<file path="config.mk">
export PLATFORM = sky130hd
export DESIGN_NAME = blkctl_seq
export DESIGN_NICKNAME = d
export VERILOG_FILES = /design/src/rtl/blkctl_pkg.sv /design/src/rtl/blkctl_decode.sv /design/src/rtl/blkctl_rowgen.sv /design/src/rtl/blkctl_seq.sv
export SDC_FILE = /design/constraint.sdc
export NUM_CORES = 1
export LEC_CHECK = 0
export BUFFER_PORTS_ARGS = -buffer_cell sky130_fd_sc_hd__buf_4
export CAP_MARGIN = 20
export CORE_MARGIN = 8
export CORE_UTILIZATION = 32
export CTS_CLUSTER_SIZE = 10
export DETAILED_ROUTE_END_ITERATION = 10
export HOLD_SLACK_MARGIN = 0.03
export PLACE_DENSITY = 0.86
export SLEW_MARGIN = 20
export SYNTH_ARGS = -nofsm -noshare
export SYNTH_HDL_FRONTEND = slang
export SYNTH_SLANG_ARGS = --single-unit
</file>
<file path="constraint.sdc">
create_clock -name clk -period 2.7 [get_ports clk]
set_clock_uncertainty 0.2 [all_clocks]
set_input_delay 0.54 -clock clk [delete_from_list [all_inputs] [get_ports clk]]
set_output_delay 0.54 -clock clk [all_outputs]
set_load 0.1 [all_outputs]
</file>
<file path="src/rtl/blkctl_pkg.sv">
package blkctl_pkg;

    localparam int CW_W       = 192;
    localparam int TAG_LSB    = 0;
    localparam int TAG_W      = 8;
    localparam int ADDR_LSB   = 8;
    localparam int ADDR_W     = 4;
    localparam int CNT_LSB    = 16;
    localparam int CNT_W      = 9;
    localparam int SEG_LSB    = 28;
    localparam int SINGLE_BIT = 30;
    localparam int TYPE_LSB   = 32;
    localparam int FLIP_BIT   = 36;
    localparam int ROWS_DEF   = 136;

    typedef enum logic [1:0] {
        OP_LOAD  = 2'd0,
        OP_CLEAR = 2'd1,
        OP_SET   = 2'd2
    } op_e;

    typedef enum logic [1:0] {
        ST_IDLE = 2'd0,
        ST_LOAD = 2'd1,
        ST_FILL = 2'd2
    } state_e;

    typedef enum logic [1:0] {
        V_IGNORE = 2'd0,
        V_ERROR  = 2'd1,
        V_LOAD   = 2'd2,
        V_FILL   = 2'd3
    } verdict_e;

    typedef struct packed {
        logic [TAG_W-1:0]  tag;
        logic [ADDR_W-1:0] addr;
        logic [CNT_W-1:0]  count;
        logic [1:0]        seg;
        logic              single;
        logic [2:0]        ltype;
        logic              flip;
    } cw_fields_t;

    function automatic cw_fields_t split_word(input logic [CW_W-1:0] w);
        cw_fields_t f;
        f.tag    = w[TAG_LSB +: TAG_W];
        f.addr   = w[ADDR_LSB +: ADDR_W];
        f.count  = w[CNT_LSB +: CNT_W];
        f.seg    = w[SEG_LSB +: 2];
        f.single = w[SINGLE_BIT];
        f.ltype  = w[TYPE_LSB +: 3];
        f.flip   = w[FLIP_BIT];
        return f;
    endfunction

endpackage

</file>
<file path="src/rtl/blkctl_decode.sv">
module blkctl_decode
    import blkctl_pkg::*;
#(
    parameter int ROWS = ROWS_DEF
) (
    input  logic [CW_W-1:0] word,
    output cw_fields_t      fields,
    output verdict_e        verdict,
    output op_e             op
);

    logic spare_unused;
    assign spare_unused = ^{word[CW_W-1:FLIP_BIT+1], word[FLIP_BIT-1], word[31],
                            word[27:25], word[15:12]};

    assign fields = split_word(word);

    always_comb begin
        op      = OP_LOAD;
        verdict = V_ERROR;
        if (fields.tag != '0) begin
            verdict = V_IGNORE;
        end else begin
            unique case (fields.ltype)
                3'b000: begin
                    op = OP_LOAD;
                    if (fields.count != '0 && int'(fields.count) <= ROWS)
                        verdict = V_LOAD;
                end
                3'b001: begin
                    op      = OP_CLEAR;
                    verdict = V_FILL;
                end
                3'b010: begin
                    op      = OP_SET;
                    verdict = V_FILL;
                end
                default: verdict = V_ERROR;
            endcase
        end
    end

endmodule

</file>
<file path="src/rtl/blkctl_rowgen.sv">
module blkctl_rowgen
    import blkctl_pkg::*;
#(
    parameter int ROWS  = ROWS_DEF,
    parameter int ROW_W = $clog2(ROWS + 1)
) (
    input  logic             clk,
    input  logic             rst,
    input  logic             start,
    input  logic             down,
    input  logic [CNT_W-1:0] count,
    input  logic             step,
    output logic [ROW_W-1:0] row,
    output logic             last
);

    localparam logic [ROW_W-1:0] TOP_ROW = ROW_W'(ROWS);
    localparam logic [ROW_W-1:0] BOT_ROW = ROW_W'(1);

    logic [ROW_W-1:0] row_q;
    logic [CNT_W-1:0] left_q;
    logic             dir_q;

    always_ff @(posedge clk) begin
        if (rst) begin
            row_q  <= BOT_ROW;
            left_q <= '0;
            dir_q  <= 1'b0;
        end else if (start) begin
            row_q  <= down ? TOP_ROW : BOT_ROW;
            left_q <= count;
            dir_q  <= down;
        end else if (step) begin
            left_q <= left_q - 1'b1;
            row_q  <= dir_q ? row_q - 1'b1 : row_q + 1'b1;
        end
    end

    assign row  = row_q;
    assign last = (left_q == CNT_W'(1));

    AST_ROW_STEP: assert property (@(posedge clk) disable iff (rst)
        (step && !last && !start) |=> (row == $past(dir_q ? row_q - 1'b1 : row_q + 1'b1)));

    AST_FIRST_ROW: assert property (@(posedge clk) disable iff (rst)
        start |=> (row == (down_past() ? TOP_ROW : BOT_ROW)));

    function automatic logic down_past();
        return dir_q;
    endfunction

endmodule

</file>
<file path="src/rtl/blkctl_seq.sv">
module blkctl_seq
    import blkctl_pkg::*;
#(
    parameter int ROWS  = ROWS_DEF,
    parameter int ERR_W = 8,
    parameter int ROW_W = $clog2(ROWS + 1)
) (
    input  logic              clk,
    input  logic              rst,
    input  logic [CW_W-1:0]   cw_data,
    input  logic              cw_valid,
    output logic              cw_ready,
    input  logic              beat,
    output logic [ADDR_W-1:0] blk_addr,
    output logic [1:0]        op_type,
    output logic [ROW_W-1:0]  row_idx,
    output logic              row_valid,
    output logic              fill_cmd,
    output logic              fill_value,
    output logic [1:0]        seg_sel,
    output logic              single_ch,
    output logic              op_done,
    output logic [ERR_W-1:0]  err_count
);

    state_e            state_q;
    cw_fields_t        fld;
    verdict_e          verdict;
    op_e               op_dec;
    op_e               op_q;
    logic [ADDR_W-1:0] addr_q;
    logic [1:0]        seg_q;
    logic              single_q;
    logic              done_q;
    logic [ERR_W-1:0]  err_q;
    logic              accept;
    logic              start_load;
    logic              step;
    logic              last_row;
    logic [ROW_W-1:0]  row_cur;

    blkctl_decode #(.ROWS(ROWS)) u_decode (
        .word    (cw_data),
        .fields  (fld),
        .verdict (verdict),
        .op      (op_dec)
    );

    assign accept     = cw_valid && (state_q == ST_IDLE);
    assign start_load = accept && (verdict == V_LOAD);
    assign step       = (state_q == ST_LOAD) && beat;

    blkctl_rowgen #(.ROWS(ROWS), .ROW_W(ROW_W)) u_rowgen (
        .clk   (clk),
        .rst   (rst),
        .start (start_load),
        .down  (fld.flip),
        .count (fld.count),
        .step  (step),
        .row   (row_cur),
        .last  (last_row)
    );

    always_ff @(posedge clk) begin
        if (rst) begin
            state_q  <= ST_IDLE;
            op_q     <= OP_LOAD;
            addr_q   <= '0;
            seg_q    <= '0;
            single_q <= 1'b0;
            done_q   <= 1'b0;
            err_q    <= '0;
        end else begin
            done_q <= 1'b0;
            unique case (state_q)
                ST_IDLE: begin
                    if (accept) begin
                        if (verdict == V_LOAD || verdict == V_FILL) begin
                            state_q  <= (verdict == V_LOAD) ? ST_LOAD : ST_FILL;
                            op_q     <= op_dec;
                            addr_q   <= fld.addr;
                            single_q <= fld.single;
                            seg_q    <= fld.single ? fld.seg : 2'b00;
                        end else if (verdict == V_ERROR && err_q != '1) begin
                            err_q <= err_q + 1'b1;
                        end
                    end
                end
                ST_LOAD: begin
                    if (beat && last_row) begin
                        state_q <= ST_IDLE;
                        done_q  <= 1'b1;
                    end
                end
                ST_FILL: begin
                    state_q <= ST_IDLE;
                    done_q  <= 1'b1;
                end
                default: state_q <= ST_IDLE;
            endcase
        end
    end

    assign cw_ready   = (state_q == ST_IDLE);
    assign blk_addr   = addr_q;
    assign op_type    = op_q;
    assign row_idx    = row_cur;
    assign row_valid  = step;
    assign fill_cmd   = (state_q == ST_FILL);
    assign fill_value = (op_q == OP_SET);
    assign seg_sel    = seg_q;
    assign single_ch  = single_q;
    assign op_done    = done_q;
    assign err_count  = err_q;

    AST_BUSY_AFTER_TAKE: assert property (@(posedge clk) disable iff (rst)
        (cw_valid && cw_ready && (verdict == V_LOAD || verdict == V_FILL)) |=> !cw_ready);

    AST_TAG_DROP: assert property (@(posedge clk) disable iff (rst)
        (cw_valid && cw_ready && fld.tag != '0) |=> (cw_ready && !fill_cmd && err_count == $past(err_count)));

    AST_ROW_RANGE: assert property (@(posedge clk) disable iff (rst)
        row_valid |-> (row_idx >= ROW_W'(1) && int'(row_idx) <= ROWS));

    AST_FILL_DONE: assert property (@(posedge clk) disable iff (rst)
        fill_cmd |=> (op_done && cw_ready && !fill_cmd));

    AST_DONE_PULSE: assert property (@(posedge clk) disable iff (rst)
        op_done |=> !op_done);

    AST_ERR_HOLD: assert property (@(posedge clk) disable iff (rst)
        !(cw_valid && cw_ready) |=> $stable(err_count));

    AST_ERR_NO_DROP: assert property (@(posedge clk) disable iff (rst)
        (cw_valid && cw_ready) |=> (err_count >= $past(err_count)));

    AST_SEG_GATED: assert property (@(posedge clk) disable iff (rst)
        !single_ch |-> (seg_sel == 2'b00));

endmodule

</file>
==> metrics.txt, run 1 <==
# TYPE chip_impl_metric gauge
chip_impl_metric{name="dp_hpwl",unit="um"} 4680
chip_impl_metric{name="grt_use_total",unit=""} 0.126
chip_impl_metric{name="core-area",unit="sq mm"} 0.00664
chip_impl_metric{name="ir_drop",unit="uV"} 280
chip_impl_metric{name="timing.max_cap.violations",unit=""} 0
chip_impl_metric{name="yosys_warning_count",unit=""} 0
chip_impl_metric{name="post_place_cell_area",unit="sq mm"} 0.00279
chip_impl_metric{name="final_layout_size_suffix_gt1_frac",unit=""} 0.282
chip_impl_metric{name="floorplan.io_pins",unit=""} 226
chip_impl_metric{name="antenna_found_initial",unit=""} 0
chip_impl_info{name="worst_hold_path_type",value="register to register"} 1
chip_impl_info{name="grt_setup_unrepaired",value="no"} 1
chip_impl_metric{name="clock_insertion_delay_worst_skew",unit="ns"} 0.29
chip_impl_metric{name="clock_path_buffers",unit=""} 2
chip_impl_info{name="synth.top_cells.by_area",value="dfxtp_1 35%, ha_1 7.0%, a21oi_1 5.3%, nor2_1 3.8%, o21ai_0 3.7%"} 1
chip_impl_metric{name="setup-violations-final",unit=""} 0
chip_impl_metric{name="synth_seq_area_share",unit=""} 0.352
chip_impl_metric{name="wl_per_cell",unit="um"} 14.9
chip_impl_metric{name="synth_seq_cells",unit=""} 38
chip_impl_metric{name="synth.cell_area",unit="sq mm"} 0.00216
chip_impl_metric{name="fin_nets",unit=""} 541
chip_impl_metric{name="place_ws",unit="ns"} -0.132
chip_impl_metric{name="largest_net_degree_at_the_start_of_global_routing",unit=""} 35
chip_impl_metric{name="tritoncts.num_buffers",unit=""} 5
chip_impl_metric{name="post-route-util",unit=""} 0.436
chip_impl_info{name="post-synth-top-area-cell",value="dfxtp_1"} 1
chip_impl_metric{name="die_width",unit="um"} 98.1
chip_impl_metric{name="postSynth.asyncResetShare",unit=""} 0
chip_impl_metric{name="avgViaCountPerCell",unit=""} 5.35
chip_impl_metric{name="nFillCells",unit=""} 633
chip_impl_metric{name="numPortBuffers",unit=""} 61
chip_impl_metric{name="synth.top_cell.area_share",unit=""} 0.352
chip_impl_metric{name="post_cts_clock_slew_at_the_launch_and_capture_registers_of_the_worst_setup_and_hold_paths",unit="ns"} 0.08
chip_impl_metric{name="timing.reg2reg.worst_path_depth",unit=""} 6
chip_impl_metric{name="globalRoute.totalOverflow",unit=""} 0
chip_impl_metric{name="num_vias",unit=""} 2210
chip_impl_metric{name="maxClockFrequency",unit="GHz"} 0.398
chip_impl_info{name="clock-root-buffer",value="clkbuf_8"} 1
chip_impl_info{name="outcome",value="finished clean"} 1
chip_impl_metric{name="die_span_y",unit="um"} 98.1
chip_impl_metric{name="pwr_density_cell",unit="mW/mm^2"} 391
chip_impl_metric{name="grt_pass1_vias",unit=""} 2177
chip_impl_metric{name="final-max-slew-violation-count",unit=""} 0
chip_impl_metric{name="total_clock_sinks",unit=""} 38
chip_impl_metric{name="drt_wl_total",unit="um"} 6160
chip_impl_metric{name="gp_congestion",unit=""} 0.869
chip_impl_metric{name="syn-instance-count",unit=""} 261
chip_impl_metric{name="synth_fp_nets",unit=""} 470
chip_impl_metric{name="number_of_hold_violations_in_the_final_report",unit=""} 0
chip_impl_metric{name="post-route-min-period",unit="ns"} 2.52
chip_impl_metric{name="fin_crit_sh",unit=""} 0.932
chip_impl_metric{name="layout-area-overhead-vs-synth",unit="%"} 34.1
chip_impl_metric{name="crit_required",unit="ns"} 2.68
chip_impl_metric{name="drt_first_iter_violations",unit=""} 69
chip_impl_metric{name="synth-edff-count",unit=""} 0
chip_impl_metric{name="first_pass_iters",unit=""} 4
chip_impl_metric{name="setup_fix_bufs_post_cts",unit=""} 0
chip_impl_metric{name="slew_headroom",unit=""} 0.671
chip_impl_metric{name="post_cts_hold_buffer_count",unit=""} 0
chip_impl_metric{name="cts_resized",unit=""} 0
chip_impl_metric{name="tightestPinTransition",unit="ns"} 0.491
chip_impl_metric{name="synth.avg_cell_area",unit="sq um"} 8.27
chip_impl_info{name="crit_path_end_kind",value="register"} 1
chip_impl_metric{name="critical_path_arrival",unit="ns"} 2.50
chip_impl_metric{name="start_util",unit=""} 0.325
chip_impl_metric{name="worstHoldPathCells",unit=""} 2
chip_impl_metric{name="design_area",unit="sq mm"} 0.00289
chip_impl_info{name="setup.worst_path.class",value="input port to register"} 1
chip_impl_metric{name="grt_first_pass_wirelength",unit="um"} 10100
chip_impl_metric{name="placement_rows",unit=""} 30
chip_impl_metric{name="number_of_different_library_cells_in_the_post_synthesis_netlist",unit=""} 42
chip_impl_metric{name="hold_slack",unit="ns"} 0.278
chip_impl_metric{name="cts-htree-levels",unit=""} 2
chip_impl_info{name="cts_tree",value="built"} 1
chip_impl_info{name="start_kind",value="input port"} 1
chip_impl_metric{name="power.static_leakage",unit="nW"} 1.20
chip_impl_metric{name="antennaDiodeCount",unit=""} 0
chip_impl_metric{name="timing.final.ws_setup",unit="ns"} 0.184
chip_impl_metric{name="die_area",unit="sq mm"} 0.00963
chip_impl_metric{name="detailed_route_drc_error_count",unit=""} 0
chip_impl_metric{name="antenna_left",unit=""} 0
chip_impl_metric{name="critPathMaxFanout",unit=""} 14
chip_impl_info{name="ys_dominant_reg_cell",value="dfxtp_1"} 1
## synth_stat cells (2+ instances only)
cell,count
inv_1,13
xnor2_1,9
nand4_1,8
nor4_1,5
or4b_2,2
mux2i_1,3
o31a_1,2
a211oi_1,7
o21ai_0,16
nor2_1,22
o21a_1,2
nor2b_1,3
nand2_1,14
o41a_1,2
o221ai_1,2
nor3_1,6
or2_2,2
a21oi_1,23
ha_1,12
xor2_1,4
a21o_1,2
and4_1,2
or3_1,6
dfxtp_1,38
nor3b_1,3
nand3_1,15
or4_1,7
mux2_2,2
o31ai_1,6
clkbuf_1,11
## routing by layer
layer,GRT usage,up-vias,part of all wire
met4,0.0300,0,0.012
met1,0.146,1023,0.44
met5,0,-,0
met3,0.0541,10,0.084
met2,0.208,71,0.46
li1,-,1106,-
## critical path, stage by stage
cell	delay, ns
buf_4	0.11
or3_1	0.40
o41a_1	0.41
a21o_1	0.33
nor4_1	0.33
mux2_2	0.37
## sequential cells by signal, summed over array words and instances (netlist names)
name and cells:
u_rowgen.row 8, u_rowgen.left_q 9, single_ch 1, u_rowgen.dir_q 1, blk_addr 4, op_type 2
seg_sel 2, op_done 1, state_q 2, err_count 8
## cells by family after synthesis
group,count (synthesis),synth area share
flip-flops,38,0.352
multiplexers,5,0.0243
adder cells (fa/ha/maj),13,0.0788
XOR/XNOR,13,0.0528
AND/OR/NAND/NOR,97,0.241
AO/OA/AOI/OAI,69,0.202
buffers and inverters,26,0.0487
## area by class of cell
cell class	count	area [sq um]	share of cell area
multi-input cells	197	1300	0.448
flip-flops and latches	38	761	0.263
repair buffers	77	578	0.200
well taps	80	100	0.0346
clock buffers	5	68.8	0.0238
inverters	13	48.8	0.0169
clock inverters	3	40.0	0.0138
## where the power goes
part | internal, W | switching [W]
Clock | 0.000272 | 0.000210
Sequential | 0.000560 | 0.000000234
Combinational | 0.0000455 | 0.0000451
## layout by cell type, fill, tap and decap left out, types with 2 or more instances in the layout
cell type	count
buf_4	77
dfxtp_1	38
a21oi_1	23
nor2_1	22
o21ai_0	16
nand3_1	15
nand2_1	14
inv_1	13
ha_1	11
xnor2_1	9
nand4_1	8
or4_1	7
a211oi_1	7
or3_1	6
nor3_1	6
o31ai_1	6
nor4_1	5
clkbuf_8	5
xor2_1	4
mux2i_1	3
nor3b_1	3
o31a_1	2
o41a_1	2
o221ai_1	2
a21o_1	2
or2_2	2
and4_1	2
nor2b_1	2
mux2_2	2
or4b_2	2
o21a_1	2
clkinv_2	2
## metrics by stage
| stage | setup TNS, ns | power (W) | cells |
|---|---|---|---|
| 2_1_floorplan | 0 | 0.000606 | 261 |
| 3_3_place_gp | -0.326 | 0.000662 | 405 |
| 3_5_place_dp | -0.460 | 0.000663 | 405 |
| 4_1_cts | 0 | 0.00115 | 413 |
| 5_1_grt | 0 | 0.00118 | 413 |
| 6_report | 0 | 0.00113 | 413 |
## final timing paths
kind,slack [ns],to,from
setup / recovery,0.18,err_count[5],cw_data[20]
hold / removal,0.28,u_rowgen.row[5],u_rowgen.row[5]
setup reg to reg,0.46,u_rowgen.row[6],u_rowgen.dir_q
hold reg to reg,0.28,u_rowgen.row[5],u_rowgen.row[5]
No activity file was read; power rests on OpenSTA's default activity.
==> run 2, diff against run 1 <==
--- a/config.mk
+++ b/config.mk
@@ -7,7 +7,7 @@
 export LEC_CHECK = 0
 export BUFFER_PORTS_ARGS = -buffer_cell sky130_fd_sc_hd__buf_4
 export CAP_MARGIN = 20
-export CORE_MARGIN = 8
+export CORE_MARGIN = 4
 export CORE_UTILIZATION = 32
 export CTS_CLUSTER_SIZE = 10
 export DETAILED_ROUTE_END_ITERATION = 10
==> metrics.txt, run 2 (same netlist as run 1, synthesis figures left out) <==
# TYPE chip_impl_metric gauge
chip_impl_metric{name="sw_frac_of_total",unit=""} 0.205
chip_impl_metric{name="critPathMaxFanout",unit=""} 11
chip_impl_metric{name="pwr_density_cell",unit="mW/mm^2"} 430
chip_impl_metric{name="drt_wl_total",unit="um"} 6060
chip_impl_metric{name="cts-htree-levels",unit=""} 2
chip_impl_metric{name="cts_resized",unit=""} 0
chip_impl_metric{name="dp_hpwl",unit="um"} 4540
chip_impl_info{name="cts_tree",value="built"} 1
chip_impl_metric{name="routed-wl-met2",unit="um"} 2960
chip_impl_info{name="timing.rr.start",value="u_rowgen.dir_q"} 1
chip_impl_metric{name="critPathBufInv",unit=""} 2
chip_impl_metric{name="core-area",unit="sq mm"} 0.00646
chip_impl_metric{name="post_cts_hold_buffer_count",unit=""} 0
chip_impl_info{name="top_register",value="u_rowgen.left_q"} 1
chip_impl_metric{name="place_ws",unit="ns"} -0.131
chip_impl_metric{name="largest_register_ffs",unit=""} 9
chip_impl_metric{name="clock_insertion_delay_worst_skew",unit="ns"} 0.29
chip_impl_metric{name="antenna_found_initial",unit=""} 0
chip_impl_metric{name="clock_path_buffers",unit=""} 2
chip_impl_metric{name="number_of_hold_violations_in_the_final_report",unit=""} 0
chip_impl_metric{name="layout-area-overhead-vs-synth",unit="%"} 35.4
chip_impl_metric{name="start_util",unit=""} 0.334
chip_impl_metric{name="hold_slack",unit="ns"} 0.288
chip_impl_metric{name="grt_pass1_vias",unit=""} 2248
chip_impl_info{name="worstHoldEndpoint",value="seg_sel[0]"} 1
chip_impl_info{name="worst_hold_path_type",value="register to register"} 1
chip_impl_metric{name="timing.max_cap.violations",unit=""} 0
chip_impl_info{name="outcome",value="finished clean"} 1
chip_impl_metric{name="detailed_route_drc_error_count",unit=""} 0
chip_impl_metric{name="first_pass_iters",unit=""} 4
chip_impl_metric{name="portion_of_total_power_attributed_to_combinational_logic",unit=""} 0.071
chip_impl_metric{name="ir_drop",unit="uV"} 283
chip_impl_info{name="worst_path_most_repeated_cell",value="buf_4"} 1
chip_impl_metric{name="tritoncts.num_buffers",unit=""} 5
chip_impl_metric{name="timing.final.ws_setup",unit="ns"} 0.178
chip_impl_info{name="start_kind",value="input port"} 1
chip_impl_metric{name="power_frac_clock",unit=""} 0.483
chip_impl_metric{name="fin_crit_sh",unit=""} 0.934
chip_impl_metric{name="grt_use_total",unit=""} 0.152
chip_impl_info{name="holdCritStartpoint",value="seg_sel[0]"} 1
chip_impl_metric{name="setup-violations-final",unit=""} 0
chip_impl_metric{name="critical_path_arrival",unit="ns"} 2.55
chip_impl_metric{name="die_width",unit="um"} 90.1
chip_impl_metric{name="total_clock_sinks",unit=""} 38
chip_impl_metric{name="power.static_leakage",unit="nW"} 1.21
chip_impl_metric{name="globalRoute.totalOverflow",unit=""} 0
chip_impl_metric{name="tightestPinTransition",unit="ns"} 0.501
chip_impl_metric{name="post_cts_clock_slew_at_the_launch_and_capture_registers_of_the_worst_setup_and_hold_paths",unit="ns"} 0.08
chip_impl_info{name="setup.worst_path.class",value="input port to register"} 1
chip_impl_metric{name="setup_slack_of_the_worst_register_to_register_path",unit="ns"} 0.42
chip_impl_metric{name="fin_nets",unit=""} 539
chip_impl_metric{name="pwr-share-seq",unit=""} 0.446
chip_impl_metric{name="drt-met1-wl",unit="um"} 2620
chip_impl_metric{name="placement_rows",unit=""} 29
chip_impl_metric{name="wl_per_cell",unit="um"} 14.9
chip_impl_info{name="top_layer_used",value="met4"} 1
chip_impl_metric{name="antennaDiodeCount",unit=""} 0
chip_impl_metric{name="worstHoldPathCells",unit=""} 2
chip_impl_metric{name="die_area",unit="sq mm"} 0.00812
chip_impl_info{name="clock-root-buffer",value="clkbuf_8"} 1
chip_impl_metric{name="met3RoutedLength",unit="um"} 420
chip_impl_metric{name="avgViaCountPerCell",unit=""} 5.43
chip_impl_metric{name="gp_congestion",unit=""} 0.844
chip_impl_info{name="critPathSlowestCell",value="or4_1"} 1
chip_impl_info{name="crit_chain",value="buf_4 > or3_1 > o41a_1 > a21o_1 > buf_4 > or4_1 > a21oi_1"} 1
chip_impl_metric{name="final_layout_size_suffix_gt1_frac",unit=""} 0.278
chip_impl_metric{name="setup_fix_bufs_post_cts",unit=""} 0
chip_impl_metric{name="post-route-min-period",unit="ns"} 2.52
chip_impl_metric{name="maxClockFrequency",unit="GHz"} 0.397
chip_impl_info{name="path_delay_family",value="simple AND/OR/NAND/NOR gates"} 1
chip_impl_metric{name="crit_required",unit="ns"} 2.73
chip_impl_metric{name="num_vias",unit=""} 2214
chip_impl_info{name="r2r-end",value="u_rowgen.row[6]"} 1
chip_impl_metric{name="max_stage_delay",unit="ns"} 0.46
chip_impl_metric{name="slew_headroom",unit=""} 0.664
chip_impl_metric{name="timing.reg2reg.worst_path_depth",unit=""} 6
chip_impl_metric{name="die_span_y",unit="um"} 90.1
chip_impl_metric{name="floorplan.io_pins",unit=""} 226
chip_impl_metric{name="power_report.internal_total",unit="W"} 0.000999
chip_impl_metric{name="grt_first_pass_wirelength",unit="um"} 10500
chip_impl_info{name="layout_common_cells",value="74 x buf_4, 38 x dfxtp_1, 23 x a21oi_1"} 1
chip_impl_metric{name="final-max-slew-violation-count",unit=""} 0
chip_impl_metric{name="total_design_power",unit="W"} 0.00126
chip_impl_info{name="mostFrequentLayoutCell",value="buf_4"} 1
chip_impl_info{name="grt_setup_unrepaired",value="no"} 1
chip_impl_metric{name="numPortBuffers",unit=""} 61
chip_impl_metric{name="largest_net_degree_at_the_start_of_global_routing",unit=""} 35
chip_impl_info{name="crit_path_end_kind",value="register"} 1
chip_impl_metric{name="antenna_left",unit=""} 0
chip_impl_metric{name="power.net_switching",unit="W"} 0.000257
chip_impl_metric{name="drt_first_iter_violations",unit=""} 98
run 2: how the worst max path moves through the flow:
stage | startpoint | to | slack [ns] | cells after the start
final | cw_data[20] | err_count[2] | 0.18 | 7
after global routing | cw_data[20] | err_count[2] | 0.06 | 7
after CTS | cw_data[20] | err_count[2] | 0.19 | 7
after detailed placement | cw_data[20] | err_count[2] | -0.13 | 7
after global placement | cw_data[20] | err_count[2] | -0.08 | 7
after floorplan | err_count[0] | err_count[5] | 0.02 | 6
run 2: worst register-to-register path: stages (launching register included):
cell,delay (ns)
dfxtp_1,0.56
ha_1,0.34
nor2b_1,0.14
o21a_1,0.18
o21a_1,0.20
or3b_2,0.44
a31oi_1,0.16
run 2: cell type report:
cell class / instances / area (sq um)
clock buffers: 6 / 82.6
fillers: 633 / 3540
inverters: 13 / 48.8
clock inverters: 2 / 60.1
repair buffers: 75 / 576
flip-flops and latches: 38 / 761
multi-input cells: 197 / 1300
well taps: 77 / 96.3
run 2: layer usage:
layer,global-route usage,vias to the layer above
met2,0.253,71
met4,0.0421,0
li1,-,1103
met1,0.194,1033
met3,0.0392,7
met5,0,-
run 2: per-stage QoR:
step	cells	cell area, sq um	util	TNS (ns)
after floorplan	261	2160	-	0
after global placement	400	2780	0.430	-0.130
after detailed placement	400	2780	0.430	-0.304
after CTS	408	2920	0.452	0
after global routing	408	2920	0.452	0
final	408	2920	0.452	0
run 2: power by group through the flow:
stage / Combinational, W / Sequential (W) / Clock [W]
6_report: 0.0000896 / 0.000560 / 0.000607
5_1_grt: 0.0000978 / 0.000560 / 0.000645
3_5_place_dp: 0.0000887 / 0.000574 / 0
3_3_place_gp: 0.0000868 / 0.000573 / 0
2_1_floorplan: 0.0000317 / 0.000574 / 0
4_1_cts: 0.0000891 / 0.000560 / 0.000617
